$ cat src/rtl/pci_mseq_pkg.sv
package pci_mseq_pkg;
  localparam int BusW  = 32;
  localparam int LaneN = BusW / 8;

  localparam logic [3:0] CmdMemRead  = 4'b0110;
  localparam logic [3:0] CmdMemWrite = 4'b0111;

  typedef enum logic [2:0] {
    StIdle,
    StArb,
    StAddr,
    StData,
    StAbort
  } seqState_t;

  // control-to-datapath strobes, all valid for the current clock edge
  typedef struct packed {
    logic accept;    // latch the request address
    logic loadAddr;  // address phase begins
    logic loadData;  // first data phase begins
    logic isWrite;   // current request direction
    logic xfer;      // data phase completes at this edge
    logic dropBus;   // abort tail, stop driving AD
  } seqStrobe_t;
endpackage

$ cat src/rtl/pci_mseq_datapath.sv
module pci_mseq_datapath
  import pci_mseq_pkg::*;
(
  input  logic             clk,
  input  logic             rstN,
  input  seqStrobe_t       strb,
  input  logic [BusW-1:0]  reqAddr,
  input  logic [BusW-1:0]  wrData,
  input  logic [LaneN-1:0] wrBe,
  input  logic [BusW-1:0]  adIn,
  input  logic             parIn,
  output logic [BusW-1:0]  adOut,
  output logic             adOe,
  output logic [LaneN-1:0] cbeN,
  output logic             parOut,
  output logic             parOe,
  output logic [BusW-1:0]  rdData,
  output logic             parErr
);
  localparam logic [BusW-1:0] DwordStep = BusW'(LaneN);

  logic [BusW-1:0] addrR;
  logic            chkPend;

  always_ff @(posedge clk or negedge rstN) begin
    if (!rstN) begin
      addrR <= '0;
      adOut <= '0;
      adOe  <= 1'b0;
      cbeN  <= '1;
    end else begin
      if (strb.accept) addrR <= reqAddr;
      if (strb.loadAddr) begin
        adOut <= addrR;
        cbeN  <= strb.isWrite ? CmdMemWrite : CmdMemRead;
        adOe  <= 1'b1;
      end else if (strb.loadData) begin
        if (strb.isWrite) begin
          adOut <= wrData;
          cbeN  <= ~wrBe;
          adOe  <= 1'b1;
        end else begin
          cbeN  <= '0;
          adOe  <= 1'b0;
        end
      end else if (strb.xfer && strb.isWrite) begin
        addrR <= addrR + DwordStep;
        adOe  <= 1'b0;
      end else if (strb.dropBus) begin
        adOe  <= 1'b0;
      end
    end
  end

  // parity trails the AD/C/BE it covers by one clock
  always_ff @(posedge clk or negedge rstN) begin
    if (!rstN) begin
      parOut <= 1'b0;
      parOe  <= 1'b0;
    end else begin
      parOut <= ^{adOut, cbeN};
      parOe  <= adOe;
    end
  end

  // read data capture and target parity check
  always_ff @(posedge clk or negedge rstN) begin
    if (!rstN) begin
      rdData  <= '0;
      chkPend <= 1'b0;
      parErr  <= 1'b0;
    end else begin
      parErr  <= chkPend && (parIn != ^rdData);
      chkPend <= 1'b0;
      if (strb.xfer && !strb.isWrite) begin
        rdData  <= adIn;
        chkPend <= 1'b1;
      end
    end
  end

  p_par_follows_r9: assert property (@(posedge clk) disable iff (!rstN)
    parOe |-> (parOut == ^{$past(adOut), $past(cbeN)}));
endmodule

$ cat src/rtl/pci_mseq_ctrl.sv
module pci_mseq_ctrl
  import pci_mseq_pkg::*;
#(
  parameter int CountW     = 8,
  parameter int DevselWait = 4
) (
  input  logic              clk,
  input  logic              rstN,
  input  logic              keepBusReq,
  input  logic              reqValid,
  input  logic              reqWrite,
  input  logic [CountW-1:0] reqCount,
  input  logic              gntN,
  input  logic              busFrameN,
  input  logic              busIrdyN,
  input  logic              devselN,
  input  logic              trdyN,
  output logic              reqReady,
  output logic              busReqN,
  output logic              frameN,
  output logic              irdyN,
  output logic              wrTake,
  output logic              rdValid,
  output logic              done,
  output logic              doneErr,
  output seqStrobe_t        strb
);
  localparam int WaitW = (DevselWait > 1) ? $clog2(DevselWait) : 1;
  localparam logic [WaitW-1:0] WaitLast = WaitW'(DevselWait - 1);
  localparam logic [CountW-1:0] CntOne = CountW'(1);
  localparam logic [CountW-1:0] CntTwo = CountW'(2);

  seqState_t         state;
  logic [CountW-1:0] remaining;
  logic              isWrite;
  logic [WaitW-1:0]  devWait;
  logic              devSeen;

  logic accept, startOk, xfer, abortNow, lastTxn, lastPhase;

  always_comb begin
    accept    = (state == StIdle) && reqValid;
    startOk   = (state == StArb) && !gntN && busFrameN && busIrdyN;
    xfer      = (state == StData) && !trdyN;
    abortNow  = (state == StData) && trdyN && !devSeen && devselN && (devWait == WaitLast);
    lastTxn   = !isWrite || (remaining == CntOne);
    lastPhase = isWrite || (remaining == CntOne);
    reqReady  = (state == StIdle);
    strb.accept   = accept;
    strb.loadAddr = startOk;
    strb.loadData = (state == StAddr);
    strb.isWrite  = isWrite;
    strb.xfer     = xfer;
    strb.dropBus  = (state == StAbort);
  end

  always_ff @(posedge clk or negedge rstN) begin
    if (!rstN) begin
      state     <= StIdle;
      remaining <= '0;
      isWrite   <= 1'b0;
      devWait   <= '0;
      devSeen   <= 1'b0;
      busReqN   <= 1'b1;
      frameN    <= 1'b1;
      irdyN     <= 1'b1;
      wrTake    <= 1'b0;
      rdValid   <= 1'b0;
      done      <= 1'b0;
      doneErr   <= 1'b0;
    end else begin
      wrTake  <= 1'b0;
      rdValid <= 1'b0;
      done    <= 1'b0;
      doneErr <= 1'b0;
      unique case (state)
        StIdle: if (accept) begin
          remaining <= reqCount;
          isWrite   <= reqWrite;
          busReqN   <= 1'b0;
          state     <= StArb;
        end
        StArb: if (startOk) begin
          frameN <= 1'b0;
          if (lastTxn && !keepBusReq) busReqN <= 1'b1;
          state  <= StAddr;
        end
        StAddr: begin
          irdyN   <= 1'b0;
          if (lastPhase) frameN <= 1'b1;
          devWait <= '0;
          devSeen <= 1'b0;
          state   <= StData;
        end
        StData: begin
          if (!devselN) devSeen <= 1'b1;
          if (xfer) begin
            remaining <= remaining - CntOne;
            wrTake    <= isWrite;
            rdValid   <= !isWrite;
            if (!isWrite && remaining == CntTwo) frameN <= 1'b1;
            if (lastPhase) begin
              irdyN <= 1'b1;
              if (remaining == CntOne) begin
                done    <= 1'b1;
                busReqN <= 1'b1;
                state   <= StIdle;
              end else begin
                state   <= StArb;
              end
            end
          end else if (abortNow) begin
            frameN <= 1'b1;
            state  <= StAbort;
          end else if (!devSeen && devselN) begin
            devWait <= devWait + WaitW'(1);
          end
        end
        StAbort: begin
          irdyN     <= 1'b1;
          done      <= 1'b1;
          doneErr   <= 1'b1;
          busReqN   <= 1'b1;
          remaining <= '0;
          state     <= StIdle;
        end
        default: state <= StIdle;
      endcase
    end
  end

  p_irdy_hold_r8: assert property (@(posedge clk) disable iff (!rstN)
    (state == StData && trdyN && !abortNow) |=> !irdyN);
  p_req_release_r5: assert property (@(posedge clk) disable iff (!rstN)
    ($fell(frameN) && lastTxn && !keepBusReq) |-> busReqN);
  p_frame_gap_r4: assert property (@(posedge clk) disable iff (!rstN)
    $fell(frameN) |-> $past(irdyN));
  p_abort_order_r11: assert property (@(posedge clk) disable iff (!rstN)
    (state == StAbort) |-> (frameN && !irdyN));
  p_single_end_r12: assert property (@(posedge clk) disable iff (!rstN)
    $onehot0({rdValid && done && doneErr, wrTake && doneErr}));
endmodule

$ cat src/rtl/pci_master_seq.sv
module pci_master_seq
  import pci_mseq_pkg::*;
#(
  parameter int CountW     = 8,
  parameter int DevselWait = 4
) (
  input  logic              clk,
  input  logic              rstN,
  input  logic              keepBusReq,
  input  logic              reqValid,
  input  logic              reqWrite,
  input  logic [31:0]       reqAddr,
  input  logic [CountW-1:0] reqCount,
  output logic              reqReady,
  input  logic [31:0]       wrData,
  input  logic [3:0]        wrBe,
  output logic              wrTake,
  output logic [31:0]       rdData,
  output logic              rdValid,
  output logic              parErr,
  output logic              done,
  output logic              doneErr,
  output logic              pciReqN,
  input  logic              pciGntN,
  output logic              pciFrameN,
  output logic              pciIrdyN,
  input  logic              busFrameN,
  input  logic              busIrdyN,
  input  logic              pciDevselN,
  input  logic              pciTrdyN,
  output logic [31:0]       pciAdOut,
  output logic              pciAdOe,
  input  logic [31:0]       pciAdIn,
  output logic [3:0]        pciCbeN,
  output logic              pciParOut,
  output logic              pciParOe,
  input  logic              pciParIn
);
  seqStrobe_t strb;

  pci_mseq_ctrl #(.CountW(CountW), .DevselWait(DevselWait)) u_ctrl (
    .clk(clk), .rstN(rstN), .keepBusReq(keepBusReq),
    .reqValid(reqValid), .reqWrite(reqWrite), .reqCount(reqCount),
    .gntN(pciGntN), .busFrameN(busFrameN), .busIrdyN(busIrdyN),
    .devselN(pciDevselN), .trdyN(pciTrdyN),
    .reqReady(reqReady), .busReqN(pciReqN), .frameN(pciFrameN), .irdyN(pciIrdyN),
    .wrTake(wrTake), .rdValid(rdValid), .done(done), .doneErr(doneErr),
    .strb(strb)
  );

  pci_mseq_datapath u_dp (
    .clk(clk), .rstN(rstN), .strb(strb),
    .reqAddr(reqAddr), .wrData(wrData), .wrBe(wrBe),
    .adIn(pciAdIn), .parIn(pciParIn),
    .adOut(pciAdOut), .adOe(pciAdOe), .cbeN(pciCbeN),
    .parOut(pciParOut), .parOe(pciParOe),
    .rdData(rdData), .parErr(parErr)
  );

  p_ad_stable_r8: assert property (@(posedge clk) disable iff (!rstN)
    (!pciIrdyN && pciTrdyN && !pciDevselN && pciAdOe) |=> (pciAdOe && $stable(pciAdOut)));
  p_start_idle_r7: assert property (@(posedge clk) disable iff (!rstN)
    $fell(pciFrameN) |-> ($past(busFrameN) && $past(busIrdyN) && !$past(pciGntN)));
endmodule

$ cat config.mk
export PLATFORM = sky130hd
export DESIGN_NAME = pci_master_seq
export DESIGN_NICKNAME = d
export VERILOG_FILES = /design/src/rtl/pci_mseq_pkg.sv /design/src/rtl/pci_mseq_datapath.sv /design/src/rtl/pci_mseq_ctrl.sv /design/src/rtl/pci_master_seq.sv
export SDC_FILE = /design/constraint.sdc
export NUM_CORES = 1
export LEC_CHECK = 0
export BUFFER_PORTS_ARGS = -buffer_cell sky130_fd_sc_hd__buf_2
export CAP_MARGIN = 30
export CORE_MARGIN = 4
export CORE_UTILIZATION = 35
export CTS_CLUSTER_SIZE = 30
export DETAILED_ROUTE_END_ITERATION = 8
export HOLD_SLACK_MARGIN = 0.15
export PLACE_DENSITY_LB_ADDON = 0.25
export SYNTH_ARGS = -nofsm -noshare
export SYNTH_HDL_FRONTEND = slang
export SYNTH_SLANG_ARGS = --single-unit
$ cat constraint.sdc
create_clock -name clk -period 4.7 [get_ports clk]
set_clock_uncertainty 0.1 [all_clocks]
set_input_delay 0.47 -clock clk [delete_from_list [all_inputs] [get_ports clk]]
set_output_delay 0.47 -clock clk [all_outputs]
set_load 0.01 [all_outputs]
Word-level counts from Yosys, hierarchy flattened
Cells that the tools add are included.

Flip-flop bits (word level): 127. Bits in latches: 0. RAM bits: 0. Bits in read-only memories: 0. Input port bits: 119. Word-level logic and storage cells: 146. Memories kept: 0.

Add/subtract/negate cells: 3. Multipliers: 0. Div/mod/pow operators: 0. Order comparisons: 0. Equal/unequal tests: 22. Shift-type cells: 0. Muxes and demuxes: 57. Bitwise operators: 1. Reductions and logical operators: 42.

Operators by type and width (number): $mux 32 (7); $reduce_xor 36->1 (1); $add 32x3->32 const B (1); $reduce_xor 32->1 (1); $mux 1 (29); $pmux 8 s3 (1); $mux 8 (2); $logic_and 1x1->1 (15); $mux 3 (5); $mux 4 (3); $ne 2x2->1 const B (6); $pmux 3 s4 (1); $ne 2x1->1 const B (5); $reduce_bool 3->1 (3); $eq 8x1->1 const B (1); $eq 8x2->1 const B (1); $reduce_and 4->1 (2); $reduce_bool 4->1 (2); $sub 8x1->8 const B (1); $reduce_and 7->1 (1); $eq 3x2->1 const B (2); $mux 2 (3); $ne 3x3->1 const B (2); $pmux 1 s3 (2); other kinds (17) (28).

Longest topological paths before layout
Gate-level depths: netlist of the first run.

Depth after elaboration: 8. Mapped depth: 8. Gate-level depth less buffers: 7.

Hierarchy
A second synthesis of the first run with hierarchy kept.

Cell total of the unflattened synthesis: 659. Area, all modules: 6849.1 µm².

Modules (own cells, without submodules): pci_mseq_datapath (instances 1, cells each 523, area an instance 5535.3 µm²); pci_mseq_ctrl (instances 1, cells each 136, area an instance 1313.8 µm²).

Worst setup path before layout of the first run
OpenSTA, ideal clock, no wires.

Kind: register to register. Start point: reg u_ctrl.state[1]. End point: reg u_dp.adOut[11]. Setup time: 0.132 ns. Arrival time: 1.782 ns. Slack: 2.686 ns. Stages on the path, launching flop included: 9. Buffers on the path: 3. Clock period less this slack: 2.014 ns. Cell sequence: dfrtp_1 -> or3b_1 -> or3_1 -> buf_2 -> o21a_1 -> buf_4 -> buf_2 -> nand2_1 -> o21ai_1.

Longest elaborated chain between the ends: 6. Elaborated cells between the ends (all ways): 9. Classes of those cells: eq/ne (2); mux (1); reduce/logical (6).

RTL lines: start: declaration (line pci_mseq_ctrl.sv:33) `seqState_t state;`; start signal: assignment (line pci_mseq_ctrl.sv:59) `state <= StIdle;`; start signal: assignment (line pci_mseq_ctrl.sv:81) `state <= StArb;`; start signal: assignment (line pci_mseq_ctrl.sv:86) `state <= StAddr;`; $eq 3x1->1 (line pci_mseq_ctrl.sv:43) `startOk = (state == StArb) && !gntN && busFrameN && busIrdyN;`; $logic_and 1x1->1 (3 in series) (line pci_mseq_ctrl.sv:43); $reduce_bool 2->1 (no line); $reduce_and 2->1 (no line); end signal: assignment (line pci_mseq_datapath.sv:34) `adOut <= addrR;`; end signal: assignment (line pci_mseq_datapath.sv:39) `adOut <= wrData;`; end: declaration (line pci_mseq_datapath.sv:12) `output logic [BusW-1:0] adOut,`.

Several ways; a longest one is shown, not always the timed one. A chain may end at the register's enable or synchronous reset.

Final worst setup path of the first run
Start point: reg u_ctrl.state[2]. End point: reg u_dp.addrR[29].

Longest elaborated chain between the ends: 6. Elaborated cells between the ends (all ways): 14. Classes of those cells: eq/ne (3); mux (4); reduce/logical (7).

RTL lines: $logic_not 3->1 / $eq 3x2->1 (equally long branches) (line pci_mseq_ctrl.sv:42, pci_mseq_ctrl.sv:44); $logic_and 1x1->1 (on tied branches) (line pci_mseq_ctrl.sv:42, pci_mseq_ctrl.sv:44); $mux 32 / $logic_and 1x1->1 (equally long branches) (line pci_mseq_datapath.sv:32, pci_mseq_datapath.sv:46); $mux 32 (line pci_mseq_datapath.sv:46) `end else if (strb.xfer && strb.isWrite) begin`; $mux 32 (line pci_mseq_datapath.sv:37) `end else if (strb.loadData) begin`; $mux 32 * (line pci_mseq_datapath.sv:33) `if (strb.loadAddr) begin`; end signal: assignment (line pci_mseq_datapath.sv:32) `if (strb.accept) addrR <= reqAddr;`; end signal: assignment (line pci_mseq_datapath.sv:47) `addrR <= addrR + DwordStep;`; end: declaration (line pci_mseq_datapath.sv:22) `logic [BusW-1:0] addrR;`.

Mark *: on every way between the ends. The rest lies on a longest branch, timed or not.

==> results of run 1 <==
-- sequential cells by signal, indices dropped and copies added, names as in the netlist, 2 cells and up --
signal            flops
u_ctrl.devWait        2
u_ctrl.remaining      8
u_ctrl.state          3
u_dp.adOut           32
u_dp.addrR           32
u_dp.cbeN             4
u_dp.rdData          32
-- routing by layer --
layer	wire length [um]	GRT usage, %
met5	14	0
met4	340	5.73
met3	1140	4.78
met2	8930	28.1
met1	9080	25.2
-- worst register-to-register path, cell delays in order, from the launching register on --
cell,delay [ps]
dfrtp_1,630
and4bb_2,310
nand2_1,530
inv_1,380
buf_16,270
nor2_1,360
a21oi_1,80
o221a_2,260
-- Yosys cell counts, types with 12 or more instances --
| master | instances | area share [%] |
|---|---|---|
| dfrtp_1 | 120 | 44 |
| o21ai_0 | 24 | 1.8 |
| nor2_1 | 46 | 2.6 |
| xnor2_1 | 58 | 7.5 |
| mux2i_1 | 39 | 5.8 |
| inv_1 | 12 | 0.67 |
| o21ai_1 | 32 | 2.4 |
| nand3_1 | 15 | 1.1 |
| a21oi_1 | 39 | 2.9 |
| and3_1 | 12 | 1.1 |
| mux2_2 | 33 | 5.5 |
| nand2_1 | 65 | 3.6 |
| buf_2 | 14 | 1.0 |
| clkbuf_1 | 20 | 1.1 |
-- final timing paths --
| path | from | to | slack, ps | cells after the start |
|---|---|---|---|---|
| worst max-delay path | u_ctrl.state[2] | u_dp.addrR[29] | 1670 | 7 |
| worst min-delay path | wrBe[1] | u_dp.cbeN[1] | 160 | 2 |
| worst max register to register | u_ctrl.state[2] | u_dp.addrR[29] | 1670 | 7 |
| worst min register to register | u_dp.adOe | u_dp.parOe | 350 | 0 |
| max in group asynchronous | rstN | u_dp.rdData[7] | 2940 | 3 |
| min in group asynchronous | rstN | u_dp.rdData[3] | 530 | 2 |
-- cell type report --
| type | instances | area, sq um | area share, % |
|---|---|---|---|
| inverter | 12 | 45.0 | 0.521 |
| tap | 260 | 325 | 3.76 |
| sequential | 127 | 3190 | 36.8 |
| multi-input combinational | 488 | 3370 | 39.0 |
| clock buffer | 21 | 470 | 5.44 |
| clock inverter | 11 | 133 | 1.53 |
| antenna | 1 | 2.50 | 0.0289 |
| timing repair buffer | 209 | 1120 | 12.9 |
-- repair_timing --
action	4_1_cts	5_1_grt
gates resized for setup	0	0
hold endpoints to repair	47	0
hold buffers	4	0
-- cells by family (layout without fill, tap and decap cells) --
family          after synthesis  count (layout)  share of synthesized area [%]
mux                          72              72                           11.3
compound gates              153             153                           14.1
fa+ha+maj                     5               5                          0.924
xor+xnor                     71              71                           9.80
other cells                   0               1                              0
buf+inv                      50             253                           3.33
flops                       127             127                           47.1
simple gates                187             187                           13.6
-- where the power goes --
group          total (mW)  internal (mW)  switching (mW)
registers            2.22           1.65           0.573
clock network        1.34          0.826           0.514
logic                3.40           1.80            1.61
total                6.96           4.27            2.69
-- per-stage QoR --
step                      std cells  hold WS, ps
after floorplan                 665         74.4
after global placement         1090          350
after detailed placement       1092          357
after CTS                      1128          152
after global routing           1129          153
final                          1129          162
==> reports/qor.csv, run 1 <==
stage;metric;value;unit
route;avgRoutedWirePerCell;17.3;um
route;drt-total-wl;19500;um
setup_path;cp.arrival;3240;ps
cells_and_area;synthToLayoutAreaGrowth;27.8;%
logic_synthesis;synthesis.area;6770;sq um
setup_path;crit_slowest_cell;dfrtp_1;
logic_synthesis;yosysSeqAreaShare;47.1;%
logic_synthesis;yosys_most_used_dff;dfrtp_1;
cells_and_area;nets;979;
logic_synthesis;synthesis.nets;789;
clock_network;path_clk_slew;60;ps
route;drtIter0Drc;306;
run;drv_cap;0;
cells_and_area;finish.utilization;45.9;%
timing;finalHoldViolCount;0;
placement;postPlaceCellArea;8010;sq um
cells_and_area;drive_gt1_share;33.6;%
clock_network;cts_setup_buffers;0;
clock_network;root_buffer;clkbuf_16;
die;fp-row-count;50;
setup_path;critical_path.max_stage_delay;630;ps
timing;max_slew_margin;42.2;%
clock_network;cts_tree;yes;
global_routing;grt-ovfl-total;0;
timing;period_minus_slack;3030;ps
clock_network;insertion_delay;430;ps
placement;port_buffers;198;
timing;max_freq;330;MHz
logic_synthesis;synthArstFlopShare;100;%
placement;place_ws;1600;ps
pwr;p_total;6.96;mW
clock_network;clock_path_buffers;2;
cells_and_area;layout_commonest_cell;buf_2;
setup_path;path_cells;and4bb_2 -> nand2_1 -> inv_1 -> buf_16 -> nor2_1 -> a21oi_1 -> o221a_2;
global_routing;grt_max_degree;56;
setup_path;crit_fanout;23;
die;start_util;35.9;%
worst_hold_path;min_path_type;input port to flip-flop;
logic_synthesis;synth_cells;665;
die;ios;199;
logic_synthesis;yosysWarnings;0;
cells_and_area;final.fill_count;1831;
timing;worst_slew_pin_slew;865;ps
route;num_vias;5664;
die;die_h;147;um
setup_path;required;4920;ps
setup_path;cp-end-kind;flip-flop;
timing;rsz0062_at_grt;false;
pwr;p_leak;4.03;nW
logic_synthesis;syn_area_per_cell;10.2;sq um
global_routing;grt_pass1_vias;5593;
logic_synthesis;ys_types;60;
timing;slew_violations;0;
die;die_w;147;um
global_routing;grt_pass1_wl;31000;um
global_routing;grtUsageTotal;18.2;%
route;post-route-drc-count;0;
global_routing;antenna_found_initial;3;
clock_network;cts_buffers;17;
pwr;ir_drop;399;uV
timing;setup_slack;1670;ps
route;ant_nets;0;
route;via_per_inst;5.02;
logic_synthesis;yosys_register_bits;127;
clock_network;htree_num_levels;4;
route;drt_first_pass_iters;5;
setup_path;path_buf_inv;2;
cells_and_area;postLayoutCellArea;8650;sq um
run_status;outcome;finished, final reports clean;
pwr;pwr_density_cell;805;nW/um^2
placement;gp_congestion;0.841;
timing;tns;0;ps
timing;fin_crit_sh;64.4;%
setup_path;start_kind;flip-flop;
setup_path;path_class;flip-flop to flip-flop;
die;core_area;18800;sq um
setup_path;critPathTopFamily;simple AND/OR/NAND/NOR gates;
placement;dp_hpwl;14700;um
timing;finalSetupViolCount;0;
clock_network;cts.sinks;127;
die;dieArea;21600;sq um
logic_synthesis;synth-edff-count;0;
cells_and_area;mostFrequentLayoutCells;buf_2, dfrtp_1, nand2_1, xnor2_1, nor2_1;
Note: power is estimated with default switching activity, not from simulation.
==> inputs of run 2 (changes only) <==
==> constraint.sdc (replaced) <==
create_clock -name clk -period 2.7 [get_ports clk]
set_clock_uncertainty 0.1 [all_clocks]
set_input_delay 0.27 -clock clk [delete_from_list [all_inputs] [get_ports clk]]
set_output_delay 0.27 -clock clk [all_outputs]
set_load 0.01 [all_outputs]
==> run 2 against run 1 <==
Via count is 9.2% higher. Wire length is 7.3% higher. Global-route usage is 1.2 points higher. Critical path type is now input port to flip-flop. Largest cell class unchanged. Largest power group unchanged.
==> reports/qor.csv, run 2 (synthesis results as in run 1) <==
stage;metric;value;unit
run_status;outcome;finished, final reports clean;
route;drt_first_pass_iters;5;
die;core_area;18800;sq um
timing;tns;0;ps
cells_and_area;postLayoutCellArea;9770;sq um
timing;max_freq;439;MHz
timing;worst_slew_pin_slew;634;ps
timing;slew_violations;0;
pwr;pwr-share-comb;51.2;%
setup_path;crit_fanout;17;
cells_and_area;nets;1099;
clock_network;cts_buffers;17;
cells_and_area;final_cells;1248;
route;post-route-drc-count;0;
clock_network;path_clk_slew;60;ps
route;num_vias;6184;
placement;port_buffers;198;
clock_network;htree_num_levels;4;
placement;place_inst;1104;
clock_network;clock_path_buffers;2;
clock_network;insertion_delay;410;ps
cells_and_area;insertedDiodeCount;0;
timing;period_minus_slack;2280;ps
die;ios;199;
timing;whs;175;ps
setup_path;cp.arrival;2490;ps
cells_and_area;final.fill_count;1698;
cells_and_area;finish.utilization;51.9;%
route;drt-total-wl;20900;um
setup_path;required;2910;ps
pwr;intPower;7.34;mW
timing;finalHoldViolCount;0;
global_routing;grt_pass1_vias;6380;
die;fp-row-count;50;
clock_network;cts_tree;yes;
setup_path;cp-end-kind;flip-flop;
die;dieArea;21600;sq um
pwr;clkPwrFrac;17.1;%
global_routing;grt_pass1_wl;33800;um
global_routing;grt_max_degree;66;
route;ant_nets;0;
setup_path;start_kind;input port;
cells_and_area;mostFrequentLayoutCells;buf_2, dfrtp_1, dlygate4sd3_1, nand2_1, xnor2_1;
cells_and_area;reg.largest.list;u_dp.adOut: 32 flops, u_dp.addrR: 32 flops, u_dp.rdData: 32 flops;
global_routing;grtUsageTotal;19.4;%
clock_network;root_buffer;clkbuf_16;
cells_and_area;synthToLayoutAreaGrowth;44.4;%
worst_hold_path;min_path_type;input port to flip-flop;
cells_and_area;drive_gt1_share;30.9;%
clock_network;cts.sinks;127;
run;drv_cap;0;
global_routing;grt-ovfl-total;0;
die;die_w;147;um
pwr;p_sw_share;39.6;%
pwr;pwr_density_cell;1240;nW/um^2
pwr;p_leak;4.51;nW
route;via_per_inst;4.96;
placement;postPlaceCellArea;8110;sq um
placement;dp_hpwl;14700;um
cells_and_area;layout_commonest_cell;buf_2;
timing;rsz0062_at_grt;false;
route;avgRoutedWirePerCell;16.8;um
pwr;power.switching;4.82;mW
route;drtIter0Drc;331;
die;die_h;147;um
timing;max_slew_margin;57.4;%
pwr;ir_drop;584;uV
die;start_util;35.9;%
pwr;power_frac_seq;31.6;%
timing;finalSetupViolCount;0;
setup_path;path_class;input port to flip-flop;
clock_network;cts_setup_buffers;0;
placement;gp_congestion;0.840;
timing;fin_crit_sh;84.4;%
global_routing;antenna_found_initial;0;
-- run 2: critical path, cell delays in order --
cell and delay, ps:
dlygate4sd3_1 530, buf_2 200, and4bb_2 370, nand2_1 130, inv_1 130, buf_4 240, and4_1 260, a211oi_1 80
a311oi_1 260
-- run 2: final cells by class --
class                           count  area, sq um  share of cell area [%]
Clock buffer                       17          425                    4.35
Timing Repair Buffer              329         2310                    23.6
Tap cell                          260          325                    3.33
Multi-Input combinational cell    488         3370                    34.5
Sequential cell                   127         3190                    32.6
Inverter                           12         45.0                   0.461
Clock inverter                     15          113                    1.15
-- run 2: what timing repair did --
action / 4_1_cts / 5_1_grt
resized for setup: 0 / 0
endpoints found under the hold margin: 152 / 0
hold buffers: 112 / 0
-- run 2: per-layer routing --
metal / vias to the layer above / GRT usage [%] / share of wire [%]
li1: 3008 / - / -
met1: 2966 / 26.1 / 46
met5: - / 0 / 0
met4: 0 / 6.29 / 2.0
met2: 183 / 31.3 / 47
met3: 27 / 4.35 / 5.1
-- run 2: power by group through the flow --
stage	Sequential, mW	Combinational, mW	Clock [mW]
2_1_floorplan	3.87	4.28	0
3_3_place_gp	3.83	6.04	0
3_5_place_dp	3.86	6.10	0
4_1_cts	3.83	6.31	2.14
5_1_grt	4.00	6.80	2.24
6_report	3.85	6.23	2.09
-- run 2: path summary, 6_finish.rpt --
kind / slack [ps] / startpoint / cells after the start / endpoint
worst max-delay path: 420 / pciTrdyN / 9 / u_dp.addrR[14]
worst min-delay path: 170 / reqAddr[2] / 3 / u_dp.addrR[2]
worst max register to register: 510 / u_ctrl.state[2] / 7 / u_dp.addrR[14]
worst min register to register: 340 / u_dp.adOe / 0 / u_dp.parOe
max in group asynchronous: 1400 / rstN / 3 / u_dp.addrR[0]
min in group asynchronous: 310 / rstN / 2 / u_dp.rdData[2]
-- run 2: metrics by stage --
stage / power, mW / setup slack (ps)
after floorplan: 8.15 / 686
after global placement: 9.87 / 583
after detailed placement: 9.96 / 512
after CTS: 12.3 / 424
after global routing: 13.0 / 306
final: 12.2 / 422
==> inputs of run 3 (changes only) <==
--- a/config.mk
+++ b/config.mk
@@ -5,6 +5,7 @@
 export SDC_FILE = /design/constraint.sdc
 export NUM_CORES = 1
 export LEC_CHECK = 0
+export ABC_AREA = 1
 export BUFFER_PORTS_ARGS = -buffer_cell sky130_fd_sc_hd__buf_2
 export CAP_MARGIN = 30
 export CORE_MARGIN = 4
==> constraint.sdc (replaced) <==
create_clock -name clk -period 2.1 [get_ports clk]
set_clock_uncertainty 0.1 [all_clocks]
set_input_delay 0.21 -clock clk [delete_from_list [all_inputs] [get_ports clk]]
set_output_delay 0.21 -clock clk [all_outputs]
set_load 0.01 [all_outputs]
==> run 3 against run 2 <==
Design area rose by 9.8%. Synthesized cell count rose by 56%. Die area rose by 10%. Clock-buffer cell count did not move. Critical path type is now flip-flop to flip-flop. Critical endpoint is now u_ctrl.remaining[6]. Highest routed layer unchanged.
==> reports/qor.csv, run 3 <==
stage;metric;value;unit
route;via_per_inst;4.76;
die;fp-row-count;53;
clock_network;cts_buffers;17;
clock_network;cts_setup_buffers;0;
setup_path;required;2310;ps
logic_synthesis;yosysSeqAreaShare;42.4;%
route;drt_first_pass_iters;5;
logic_synthesis;synth_cells;1039;
die;start_util;35.6;%
global_routing;gr-usage-met2;31.3;%
placement;place_inst;1505;
clock_network;insertion_delay;420;ps
global_routing;grt-ovfl-total;0;
logic_synthesis;synthesis.area;7510;sq um
logic_synthesis;synthesis.nets;1163;
cells_and_area;reg.largest.list;u_dp.adOut: 32 flops, u_dp.addrR: 32 flops, u_dp.rdData: 32 flops;
placement;gp_congestion;0.839;
global_routing;grt_pass1_vias;7631;
run_status;outcome;finished, final reports clean;
clock_network;cts.sinks;127;
global_routing;antenna_found_initial;0;
pwr;pwr_density_cell;1520;nW/um^2
timing;slew_violations;0;
route;drt-total-wl;23500;um
placement;place_ws;95.6;ps
clock_network;root_buffer;clkbuf_16;
timing;whs;171;ps
global_routing;grt_max_degree;50;
cells_and_area;insertedDiodeCount;0;
clock_network;clock_path_buffers;2;
cells_and_area;final_cells;1653;
cells_and_area;nets;1489;
die;core_area;21100;sq um
setup_path;reg2reg_from;u_ctrl.state[2];
setup_path;path_class;flip-flop to flip-flop;
route;post-route-drc-count;0;
clock_network;path_clk_slew;60;ps
cells_and_area;finish.utilization;50.9;%
pwr;p_sw_share;45.6;%
setup_path;crit_fanout;9;
cells_and_area;final.fill_count;2034;
timing;finalHoldViolCount;0;
route;avgRoutedWirePerCell;14.2;um
die;die_h;154;um
logic_synthesis;ys_types;42;
logic_synthesis;yosysWarnings;0;
logic_synthesis;synth_common_cells;nand2_1, dfrtp_1, o21ai_0;
die;dieArea;23900;sq um
logic_synthesis;yosys_register_bits;127;
global_routing;grt_pass1_wl;38000;um
clock_network;htree_num_levels;4;
route;num_vias;7875;
logic_synthesis;synthArstFlopShare;100;%
logic_synthesis;synth-edff-count;0;
pwr;p_total;16.3;mW
route;drtIter0Drc;458;
cells_and_area;multi_input_area;3830;sq um
logic_synthesis;yosys.area.top_type;dfrtp_1;
setup_path;cp-end-kind;flip-flop;
route;ant_nets;0;
die;ios;199;
cells_and_area;synthToLayoutAreaGrowth;43.0;%
worst_hold_path;min_path_type;input port to flip-flop;
global_routing;grtUsageTotal;19.7;%
logic_synthesis;syn_area_per_cell;7.23;sq um
global_routing;grt_use_met1;26.3;%
logic_synthesis;synth_top_cell_area_share;40.0;%
setup_path;crit_start;u_ctrl.state[2];
die;die_w;154;um
logic_synthesis;synthTopCellsByArea;dfrtp_1, nand2_1, o21ai_0;
setup_path;start_kind;flip-flop;
timing;max_slew_margin;63.4;%
clock_network;cts_tree;yes;
placement;dp_hpwl;16900;um
cells_and_area;mostFrequentLayoutCells;nand2_1, buf_2, dfrtp_1, dlygate4sd3_1, o21ai_0;
pwr;clkPwrFrac;18.4;%
logic_synthesis;yosys_most_used_dff;dfrtp_1;
timing;period_minus_slack;1970;ps
pwr;p_leak;5.49;nW
cells_and_area;drive_gt1_share;21.8;%
pwr;pwr-share-comb;51.3;%
timing;max_freq;508;MHz
pwr;power_frac_seq;30.3;%
setup_path;cp.arrival;2180;ps
global_routing;busiest_layer;met2;
run;drv_cap;0;
timing;fin_crit_sh;93.8;%
cells_and_area;postLayoutCellArea;10700;sq um
placement;postPlaceCellArea;8950;sq um
cells_and_area;layout_commonest_cell;nand2_1;
cells_and_area;seq_area;3190;sq um
timing;finalSetupViolCount;0;
timing;setup_slack;131;ps
timing;worst_slew_pin_slew;544;ps
worst_hold_path;min_from;pciParIn;
timing;tns;0;ps
logic_synthesis;yosysMostFrequentCell;nand2_1;
placement;port_buffers;198;
pwr;power.switching;7.43;mW
pwr;intPower;8.86;mW
pwr;ir_drop;635;uV
global_routing;grtUsageMet3;3.61;%
run 3: kinds of logic (layout without fill, tap and decap cells):
kind of cell | count (synthesis) | count (layout) | share of synthesized area, %
AOI/OAI and AO/OA | 181 | 181 | 12.8
buffers and inverters | 132 | 471 | 7.12
and+or+nand+nor | 523 | 523 | 28.5
xor gates and xnor gates | 71 | 71 | 8.28
DFF | 127 | 127 | 42.5
adders and majority gates | 5 | 5 | 0.833
run 3: routing by layer:
layer | vias to the layer above | share of wire [%]
li1 | 3939 | -
met1 | 3614 | 45
met2 | 271 | 46
met3 | 51 | 5.8
met4 | 0 | 3.6
met5 | - | 0
run 3: power groups by stage:
stage	Combinational, mW	Clock [mW]	Sequential, mW
floorplan	5.50	0	5.03
global placement	8.02	0	4.93
detailed placement	8.22	0	4.96
CTS	8.41	3.08	4.93
global route	9.67	3.20	5.11
finish	8.35	3.00	4.94
run 3: repair_timing:
action,in CTS,in global routing
gates resized for setup,0,8
endpoints found under the setup margin,0,15
hold buffers,116,0
endpoints found under the hold margin,241,0
run 3: worst max-delay path, stage by stage (launching register included):
cell     delay, ps
dfrtp_1        410
inv_2           90
nand2_2         60
nor2_2         160
inv_2          110
buf_4          170
a21oi_4        270
inv_2           60
a21oi_1        180
o21ai_1         90
a21o_1         150
run 3: worst paths after layout:
| check | endpoint | slack (ps) | cells after the start |
|---|---|---|---|
| max | u_ctrl.remaining[6] | 130 | 10 |
| min reg2reg | u_dp.parErr | 370 | 2 |
| max in group asynchronous | u_dp.adOut[17] | 1030 | 3 |
| min | u_dp.parErr | 170 | 6 |
| max reg2reg | u_ctrl.remaining[6] | 130 | 10 |
| min in group asynchronous | u_dp.adOut[6] | 190 | 2 |
run 3: cell type report:
class | instances | share of cell area [%]
Tap cell | 275 | 3.21
Sequential cell | 127 | 29.7
Multi-Input combinational cell | 780 | 35.7
Inverter | 98 | 3.43
Clock inverter | 15 | 1.60
Clock buffer | 17 | 3.96
Timing Repair Buffer | 341 | 22.5
